## src/rtl/brcmp_pkg.sv

```systemverilog
// Package: shared condition-code encoding and fixed widths of the
// compare-latch branch unit. Assumes 4-bit condition codes.
package brcmp_pkg;

    localparam int COND_W   = 4;
    localparam int NUM_COND = 10;
    localparam int COND_SPACE = 1 << COND_W;

    typedef enum logic [COND_W-1:0] {
        BC_EQ  = 4'd0,
        BC_NE  = 4'd1,
        BC_SLT = 4'd2,
        BC_SGT = 4'd3,
        BC_ULT = 4'd4,
        BC_UGT = 4'd5,
        BC_SGE = 4'd6,
        BC_SLE = 4'd7,
        BC_UGE = 4'd8,
        BC_ULE = 4'd9
    } bcond_e;

endpackage

```

## src/rtl/opnd_store.sv

```systemverilog
// Operand latch pair: records the two operands of the most recent compare.
// Assumes synchronous active-low reset; a load is visible from the next cycle.
module opnd_store #(
    parameter int DATA_W = 32
) (
    input  logic              clk,
    input  logic              rst_n,
    input  logic              load,
    input  logic [DATA_W-1:0] in_a,
    input  logic [DATA_W-1:0] in_b,
    output logic [DATA_W-1:0] lat_a,
    output logic [DATA_W-1:0] lat_b
);

    // Capture both operands on a compare strobe, clear on reset.
    always_ff @(posedge clk) begin
        if (!rst_n) begin
            lat_a <= '0;
            lat_b <= '0;
        end else if (load) begin
            lat_a <= in_a;
            lat_b <= in_b;
        end
    end

endmodule

```

## src/rtl/cond_eval.sv

```systemverilog
// Condition evaluator: computes equality, signed-less and unsigned-less of
// the stored operands (first against second), then picks the relation named
// by the condition code. Codes at or above NUM_COND are illegal and never
// taken. Purely combinational.
module cond_eval
    import brcmp_pkg::*;
#(
    parameter int DATA_W = 32
) (
    input  logic [DATA_W-1:0] op_a,
    input  logic [DATA_W-1:0] op_b,
    input  logic [COND_W-1:0] cond,
    output logic              take,
    output logic              illegal
);

    logic                  is_eq;
    logic                  is_slt;
    logic                  is_ult;
    logic [COND_SPACE-1:0] rel;

    // Three base relations from which all ten conditions follow.
    always_comb begin
        is_eq  = (op_a == op_b);
        is_slt = ($signed(op_a) < $signed(op_b));
        is_ult = (op_a < op_b);
    end

    // Relation vector indexed by the defined condition codes.
    always_comb begin
        rel[BC_EQ]  = is_eq;
        rel[BC_NE]  = !is_eq;
        rel[BC_SLT] = is_slt;
        rel[BC_SGT] = !is_slt && !is_eq;
        rel[BC_ULT] = is_ult;
        rel[BC_UGT] = !is_ult && !is_eq;
        rel[BC_SGE] = !is_slt;
        rel[BC_SLE] = is_slt || is_eq;
        rel[BC_UGE] = !is_ult;
        rel[BC_ULE] = is_ult || is_eq;
    end

    // Undefined codes map to a never-taken relation.
    genvar gi;
    generate
        for (gi = NUM_COND; gi < COND_SPACE; gi++) begin : g_undef
            assign rel[gi] = 1'b0;
        end
    endgenerate

    // Select the named relation and flag undefined codes.
    always_comb begin
        illegal = (int'(cond) >= NUM_COND);
        take    = rel[cond];
    end

endmodule

```

## src/rtl/tgt_calc.sv

```systemverilog
// Target calculator: forms the sequential address (branch address plus one
// instruction) and the displaced target (sequential address plus the
// sign-extended offset scaled by the instruction size). Assumes a
// power-of-two instruction size of INSN_BYTES. Combinational.
module tgt_calc #(
    parameter int ADDR_W     = 32,
    parameter int OFS_W      = 10,
    parameter int INSN_BYTES = 2
) (
    input  logic [ADDR_W-1:0] pc,
    input  logic [OFS_W-1:0]  ofs,
    output logic [ADDR_W-1:0] seq_pc,
    output logic [ADDR_W-1:0] jump_pc
);

    localparam int SHIFT = $clog2(INSN_BYTES);
    localparam int EXT_W = ADDR_W - OFS_W - SHIFT;

    logic [ADDR_W-1:0] disp;

    // Scaled, sign-extended displacement and both candidate addresses.
    always_comb begin
        disp    = {{EXT_W{ofs[OFS_W-1]}}, ofs, {SHIFT{1'b0}}};
        seq_pc  = pc + ADDR_W'(INSN_BYTES);
        jump_pc = seq_pc + disp;
    end

endmodule

```

## src/rtl/cmp_branch_unit.sv

```systemverilog
// Top level of the compare-latch branch unit. A compare strobe records the
// two operands; a branch strobe evaluates a condition against the stored
// operands and registers taken flag, next address and illegal flag, valid
// one cycle later. A compare in the same cycle as a branch affects only
// later branches. Synchronous active-low reset.
module cmp_branch_unit
    import brcmp_pkg::*;
#(
    parameter int DATA_W     = 32,
    parameter int ADDR_W     = 32,
    parameter int OFS_W      = 10,
    parameter int INSN_BYTES = 2
) (
    input  logic              clk,
    input  logic              rst_n,
    input  logic              cmp_valid,
    input  logic [DATA_W-1:0] cmp_a,
    input  logic [DATA_W-1:0] cmp_b,
    input  logic              br_valid,
    input  logic [COND_W-1:0] br_cond,
    input  logic [OFS_W-1:0]  br_ofs,
    input  logic [ADDR_W-1:0] br_pc,
    output logic              res_valid,
    output logic              res_taken,
    output logic [ADDR_W-1:0] res_next_pc,
    output logic              res_illegal
);

    logic [DATA_W-1:0] lat_a;
    logic [DATA_W-1:0] lat_b;
    logic              take;
    logic              bad_cond;
    logic [ADDR_W-1:0] seq_pc;
    logic [ADDR_W-1:0] jump_pc;
    logic [ADDR_W-1:0] nxt_pc;

    opnd_store #(.DATA_W(DATA_W)) u_store (
        .clk   (clk),
        .rst_n (rst_n),
        .load  (cmp_valid),
        .in_a  (cmp_a),
        .in_b  (cmp_b),
        .lat_a (lat_a),
        .lat_b (lat_b)
    );

    cond_eval #(.DATA_W(DATA_W)) u_eval (
        .op_a    (lat_a),
        .op_b    (lat_b),
        .cond    (br_cond),
        .take    (take),
        .illegal (bad_cond)
    );

    tgt_calc #(
        .ADDR_W     (ADDR_W),
        .OFS_W      (OFS_W),
        .INSN_BYTES (INSN_BYTES)
    ) u_tgt (
        .pc      (br_pc),
        .ofs     (br_ofs),
        .seq_pc  (seq_pc),
        .jump_pc (jump_pc)
    );

    // Choose the next address: faulting branch address, target or fall-through.
    always_comb begin
        if (bad_cond)  nxt_pc = br_pc;
        else if (take) nxt_pc = jump_pc;
        else           nxt_pc = seq_pc;
    end

    // Result strobe: one pulse per branch.
    always_ff @(posedge clk) begin
        if (!rst_n) res_valid <= 1'b0;
        else        res_valid <= br_valid;
    end

    // Result payload: loaded on a branch, held otherwise.
    always_ff @(posedge clk) begin
        if (!rst_n) begin
            res_taken   <= 1'b0;
            res_illegal <= 1'b0;
            res_next_pc <= '0;
        end else if (br_valid) begin
            res_taken   <= take && !bad_cond;
            res_illegal <= bad_cond;
            res_next_pc <= nxt_pc;
        end
    end

endmodule

```

## config.mk

```make
export PLATFORM = sky130hd
export DESIGN_NAME = cmp_branch_unit
export DESIGN_NICKNAME = d
export VERILOG_FILES = /design/src/rtl/brcmp_pkg.sv /design/src/rtl/opnd_store.sv /design/src/rtl/cond_eval.sv /design/src/rtl/tgt_calc.sv /design/src/rtl/cmp_branch_unit.sv
export SDC_FILE = /design/constraint.sdc
export NUM_CORES = 1
export LEC_CHECK = 0
export BUFFER_PORTS_ARGS = -buffer_cell sky130_fd_sc_hd__buf_2
export CORE_MARGIN = 4
export CORE_UTILIZATION = 40
export CTS_CLUSTER_SIZE = 12
export DETAILED_ROUTE_END_ITERATION = 7
export HOLD_SLACK_MARGIN = 0.12
export PLACE_DENSITY_LB_ADDON = 0.12
export RECOVER_POWER = 25
export SYNTH_ARGS = -nofsm -noshare
export SYNTH_HDL_FRONTEND = slang
export SYNTH_SLANG_ARGS = --single-unit
```

## constraint.sdc

```tcl
create_clock -name clk -period 4.3 [get_ports clk]
set_clock_uncertainty 0.2 [all_clocks]
set_input_delay 0.215 -clock clk [delete_from_list [all_inputs] [get_ports clk]]
set_output_delay 0.215 -clock clk [all_outputs]
set_load 0.05 [all_outputs]
```

==> run_results.csv, run 1 <==
group,metric,value,unit
layout,n_antenna_cell,0,
route,via_per_inst,5.30,
sta,finalCritPeriodShare,97.2,%
sta,tightest_slew,1100,ps
route,route.detailed.drc,0,
yosys,netlist_area,7340,sq um
floorplan,fp.dieW,143,um
layout,nNetsFinal,1289,
clocking,cts-root-buf,"clkbuf_16",
power,vdd_ir_drop_max,187,uV
global_route,grt.total_usage,21.3,%
placement,pre_cts_slack,171,ps
floorplan,ioPinCount,149,
clocking,cts_buffers,9,
layout,fill_cells,1735,
global_route,grt_pass1_wl,34.9,mm
layout,syn_to_final_growth,32.3,%
setup_path,path_max_fanout,6,
sta,hold_viol_final,0,
clocking,cts.path.max_buffers,2,
power,combPwrFrac,35.6,%
route,vias,7134,
yosys,yosysWarnings,0,
power,finalPower,0.00282,W
route,firstDrtPassIters,5,
flow_run,maxCapViolCount,0,
power,power_density,290,nW/um^2
yosys,synth-seq-cells,99,
floorplan,initial_core_util,40.7,%
floorplan,dieArea,20600,sq um
sta,max_slew_margin,27.0,%
sta,slew_violations,0,
route,drt_iter0_markers,499,
global_route,grt_antenna_before_repair,0,
sta,tns,0,ps
yosys,synth_enable_flop_cells,0,
setup_path,crit_path_start_kind,"input port",
sta,setup_slack,120,ps
yosys,synthDistinctLibCells,74,
clocking,cts_tree,"yes",
global_route,grt-ovfl-total,0,
yosys,ys_seq_area_share,27.0,%
placement,gp_congestion,0.916,
placement,io_buffer_count,148,
global_route,grt_max_degree,74,
sta,fmaxAchievable,239,MHz
power,power.leakage,4.18,nW
setup_path,end_kind,"flop",
power,intPower,0.00180,W
clocking,cts_sinks,99,
route,detail-route-antenna-nets,0,
floorplan,core-area,18000,sq um
power,clkPwrFrac,28.2,%
setup_path,rrSetupSlack,410,ps
yosys,async_flop_share,0,%
layout,drive_gt1_share,18.5,%
power,p_switching,0.00102,W
floorplan,chipHeight,143,um
hold_path,hp-class,"in -> reg",
yosys,syn_area_per_cell,8.37,sq um
setup_path,arrival,4230,ps
setup_path,required,4350,ps
yosys,yosys.area.top_type,"dfxtp_1",
run_status,status,"complete, no violations",
sta,setup-violations-final,0,
sta,period_minus_slack,4180,ps
yosys,postSynthNetCount,1055,
floorplan,fp-row-count,49,
yosys,synth_top_area_share,27.0,%
power,pwr-share-seq,36.2,%
route,wl,22.4,mm
clocking,clk_pin_slew,70,ps
yosys,synthFlopType,"dfxtp_1",
clocking,htree_levels,3,
layout,postLayoutCoreUtil,53.9,%
global_route,grt_pass1_vias,6810,
clocking,insertion_delay,350,ps
placement,dpl.hpwl,15.9,mm
route,routedWlPerCell,16.7,um
yosys,yosys-top-cells-area,"dfxtp_1, ha_1, mux2i_1",
power,netSwitchingFraction,36.3,%
yosys,netlist_instances,877,
setup_path,critical_path_class,"in -> reg",
## Yosys cell counts (all sizes together) (3+ instances only)
cell and count:
a21o 12, and3 10, a22o 3, buf 10, nor2 44, nor4 4
nand3 36, a41oi 5, o221ai 3, dfxtp 99, nand3b 4, a32oi 7
o21a 5, a2111oi 3, a221oi 6, a211oi 15, nand2b 3, o21ai 64
clkbuf 29, inv 53, nor2b 75, nand4 18, xnor2 26, ha 63
a31oi 4, xor2 27, a21oi 38, mux2i 76, or3 6, o31ai 7
and2 4, o211ai 6, nor3 12, nor3b 3, nand2 66, a21boi 3
## path summary, 6_finish.rpt
check / from / endpoint / depth (start not counted)
hold reg to reg: res_next_pc[12]$_SDFFE_PN0P_ / res_next_pc[12]$_SDFFE_PN0P_ / 2
setup / recovery: br_pc[9] / res_next_pc[30]$_SDFFE_PN0P_ / 18
setup reg to reg: u_store.lat_b[28]$_SDFFE_PN0P_ / res_next_pc[4]$_SDFFE_PN0P_ / 12
hold / removal: br_pc[19] / res_next_pc[19]$_SDFFE_PN0P_ / 4
## layout make-up
type	instances	area, sq um	share of cell area [%]
repair buffers	262	1790	18.4
multi-input cells	686	5170	53.3
clock inverters	6	48.8	0.503
inverters	53	199	2.05
well taps	229	287	2.95
flip-flops and latches	99	1980	20.4
clock buffers	10	229	2.36
## kinds of logic (layout without fill, tap and decap cells)
kind of cell	count (synthesis)	after routing	share of synthesized area, %
flops	99	99	27.0
fa+ha+maj	64	64	11.0
mux	77	77	10.5
compound gates	198	198	18.6
simple gates	294	294	21.5
buf+inv	92	331	5.01
xor+xnor	53	53	6.33
## flip-flops by register name, summed over array words and instances (netlist names)
name           flops
res_taken          1
u_store.lat_a     32
res_valid          1
res_next_pc       32
res_illegal        1
u_store.lat_b     32
## worst max-delay path, stage by stage
cell	delay [ps]
dlygate4sd3_1	530
clkbuf_4	180
and4_4	260
and4_4	250
nand4_1	220
nor2_4	220
buf_4	130
xor2_1	170
ha_1	330
and3_1	230
a221oi_2	290
o211ai_1	160
a41oi_2	220
nor3_2	90
o31ai_2	240
nor3b_1	220
o21ai_1	80
a22o_1	190
## layer usage
| layer | part of all wire [%] | vias up | global-route usage [%] |
|---|---|---|---|
| li1 | - | 3615 | - |
| met1 | 47 | 3299 | 29.0 |
| met2 | 47 | 188 | 35.1 |
| met3 | 3.8 | 32 | 2.40 |
| met4 | 1.9 | 0 | 7.14 |
| met5 | 0 | - | 0 |
## placed cells by master (no fill, tap or decap), types with 10 or more instances in the layout
cell	Yosys	layout
nor2_1	44	41
dfxtp_1	99	99
o21ai_0	50	47
nor2b_1	75	74
buf_4	0	25
nand2_1	64	64
mux2i_1	76	76
nand4_1	16	16
nand3_1	35	33
and3_1	10	10
o21ai_1	13	13
a211oi_1	15	14
dlygate4sd3_1	0	91
a21oi_1	38	38
ha_1	63	59
xor2_1	27	26
inv_1	53	53
buf_2	2	112
a21o_1	12	12
xnor2_1	26	23
clkbuf_1	28	34
## power by group through the flow
stage                     combinational [W]  sequential [W]  clock [W]
after CTS                          0.000983         0.00102   0.000820
after global routing                0.00110         0.00103   0.000857
after floorplan                    0.000545         0.00115          0
after global placement             0.000915         0.00104          0
after detailed placement           0.000914         0.00104          0
final                               0.00100         0.00102   0.000795
## per-stage QoR
step	instance area, sq um	hold WS [ps]	std cells
floorplan	7340	179	877
global placement	8350	230	1234
detailed placement	8350	237	1234
CTS	9540	133	1341
global route	9710	178	1345
finish	9710	156	1345
## what timing repair did
item	4_1_cts	5_1_grt
resized for setup	0	41
buffers inserted	0	4
hold buffers	91	0
endpoints found under the hold margin	90	0
endpoints found under the setup margin	0	14
No activity file was read; power rests on OpenSTA's default activity.
==> run 2: changes to the inputs <==
--- a/config.mk
+++ b/config.mk
@@ -8,6 +8,7 @@
 export BUFFER_PORTS_ARGS = -buffer_cell sky130_fd_sc_hd__buf_2
 export CORE_MARGIN = 4
 export CORE_UTILIZATION = 40
+export CTS_CLUSTER_DIAMETER = 150
 export CTS_CLUSTER_SIZE = 12
 export DETAILED_ROUTE_END_ITERATION = 7
 export HOLD_SLACK_MARGIN = 0.12
==> constraint.sdc (replaced) <==
create_clock -name clk -period 3.8 [get_ports clk]
set_clock_uncertainty 0.2 [all_clocks]
set_input_delay 0.19 -clock clk [delete_from_list [all_inputs] [get_ports clk]]
set_output_delay 0.19 -clock clk [all_outputs]
set_load 0.05 [all_outputs]
==> run 2 against run 1 <==
  * The run now ends with max-capacitance violations, max-slew violations left
  * Power rose by 22%
  * Wire length rose by 5.1%
  * First-iteration DRC count fell by 15%
  * Worst hold slack got worse by 17 ps
  * Non-clock buffer count rose by 68
  * Utilization rose by 3.7 points
  * Critical path depth fell by 5
  * Count of clock-buffer cells in the layout fell by 1
  * Die area did not move
  * Worst setup slack improved by 43 ps
  * Global-route usage rose by 1.2 points
  * Largest power group is now combinational cells
==> run_results.csv, run 2 (synthesis gave the netlist of run 1 again) <==
group,metric,value,unit
clocking,cts_sinks,99,
layout,n_antenna_cell,0,
route,via_per_inst,5.23,
hold_path,hp-class,"in -> reg",
clocking,cts.path.max_buffers,2,
floorplan,fp-row-count,49,
layout,drive_gt1_share,25.4,%
floorplan,fp.dieW,143,um
layout,final_area,10400,sq um
power,vdd_ir_drop_max,234,uV
route,routedWlPerCell,16.7,um
route,vias,7385,
sta,period_minus_slack,3640,ps
clocking,htree_levels,3,
clocking,cts_buffers,9,
route,wl,23.6,mm
setup_path,r2r_start,"u_store.lat_b[30]$_SDFFE_PN0P_",
power,power_density,333,nW/um^2
layout,top_regs,"res_next_pc x32, u_store.lat_a x32, u_store.lat_b x32",
hold_path,hold-path-endpoint,"res_next_pc[23]$_SDFFE_PN0P_",
sta,setup_slack,163,ps
global_route,grt_pass1_vias,7320,
global_route,grt.total_usage,22.4,%
setup_path,required,3820,ps
route,drt_iter0_markers,422,
layout,syn_to_final_growth,41.3,%
sta,tightest_slew,2150,ps
run_status,violations,"max-capacitance violations, max-slew violations",
power,finalPower,0.00345,W
setup_path,path_max_fanout,11,
global_route,grt_max_degree,78,
layout,layout_common_cells,"buf_2, dfxtp_1, dlygate4sd3_1, buf_4, mux2i_1",
layout,postLayoutCoreUtil,57.5,%
placement,io_buffer_count,148,
setup_path,rrSetupSlack,160,ps
layout,layout_commonest_cell,"buf_2",
route,firstDrtPassIters,5,
setup_path,r2r_cells,13,
setup_path,critical_path_class,"reg -> reg",
global_route,grt-ovfl-total,0,
run_status,status,"finished, violations left",
floorplan,dieArea,20600,sq um
clocking,cts-root-buf,"clkbuf_16",
placement,dpl_cell_area,8840,sq um
floorplan,core-area,18000,sq um
clocking,cts_tree,"yes",
sta,slew_violations,65,
placement,pre_cts_slack,-175,ps
setup_path,timing.rr.end,"res_next_pc[11]$_SDFFE_PN0P_",
route,detail-route-antenna-nets,0,
layout,fin_cells,1412,
floorplan,chipHeight,143,um
sta,setup-violations-final,0,
floorplan,initial_core_util,40.7,%
flow_run,maxCapViolCount,1,
placement,gp_congestion,0.934,
power,power.leakage,4.65,nW
setup_path,end_kind,"flop",
setup_path,crit_path_start_kind,"flop",
sta,fmaxAchievable,275,MHz
sta,max_slew_margin,-43.6,%
placement,dpl.hpwl,16.9,mm
global_route,grt_antenna_before_repair,0,
clocking,clk_pin_slew,80,ps
placement,placed_cells,1298,
layout,fill_cells,1682,
route,route.detailed.drc,0,
setup_path,arrival,3660,ps
global_route,grt_pass1_wl,37.3,mm
layout,nNetsFinal,1357,
setup_path,max_stage_delay,600,ps
clocking,insertion_delay,350,ps
setup_path,crit_start,"u_store.lat_b[30]$_SDFFE_PN0P_",
floorplan,ioPinCount,149,
hold_path,min_path_cells,3,
sta,finalCritPeriodShare,95.7,%
setup_path,crit_chain,"inv_1, ha_1, nand4_2, nor4_4, nand2_2, or4_4, nor3_2, nor2_1, a32oi_4, and2_4, buf_12, mux2i_2, o21ai_1",
sta,hold_viol_final,0,
setup_path,crit_slowest_cell,"or4_4",
hold_path,min-delay-start,"br_pc[23]",
run 2: cell type report:
| type | count | area [sq um] | share of cell area [%] |
|---|---|---|---|
| multi-input cells | 686 | 5220 | 50.4 |
| repair buffers | 330 | 2360 | 22.7 |
| flip-flops and latches | 99 | 1980 | 19.1 |
| well taps | 229 | 287 | 2.76 |
| clock buffers | 9 | 225 | 2.17 |
| inverters | 53 | 199 | 1.92 |
| clock inverters | 6 | 96.3 | 0.929 |
run 2: timing repair:
item,CTS,global route
hold endpoints to repair,91,0
setup buffers,4,4
hold buffers,91,0
gates resized for setup,5,36
endpoints found under the setup margin,24,26
pin swaps,3,18
run 2: worst max-delay path by stage:
| stage | end | slack [ps] | cells past startpoint |
|---|---|---|---|
| after floorplan | res_next_pc[27]$_SDFFE_PN0P_ | 250 | 18 |
| after global placement | res_next_pc[11]$_SDFFE_PN0P_ | -180 | 12 |
| after detailed placement | res_next_pc[11]$_SDFFE_PN0P_ | -180 | 12 |
| after CTS | res_next_pc[8]$_SDFFE_PN0P_ | -2 | 12 |
| after global routing | res_next_pc[13]$_SDFFE_PN0P_ | -40 | 14 |
| final | res_next_pc[11]$_SDFFE_PN0P_ | 160 | 13 |
run 2: layer usage:
layer	GRT usage, %	vias up	part of all wire, %
met5	0	-	0
met4	5.55	0	1.7
met3	3.73	26	4.9
met2	36.7	186	46
met1	31.0	3411	47
li1	-	3762	-
run 2: critical path, delay by kind of cell, from the launching register on:
| family | cells | cell delay [ps] |
|---|---|---|
| buffers and inverters | 2 | 210 |
| multiplexers | 1 | 280 |
| AO/OA/AOI/OAI | 2 | 430 |
| flip-flops | 1 | 340 |
| adder cells (fa/ha/maj) | 1 | 310 |
| AND/OR/NAND/NOR | 7 | 1730 |
run 2: stage by stage:
stage | setup TNS (ps) | hold WS (ps)
global placement | -1740 | 237
global route | -48.4 | 170
floorplan | 0 | 154
CTS | -1.70 | 127
detailed placement | -1730 | 239
finish | 0 | 139
run 2: where the power goes:
| part | internal [W] | switching, W | total [W] |
|---|---|---|---|
| Sequential | 0.00111 | 0.0000431 | 0.00116 |
| Clock | 0.000583 | 0.000450 | 0.00103 |
| Combinational | 0.000555 | 0.000708 | 0.00126 |
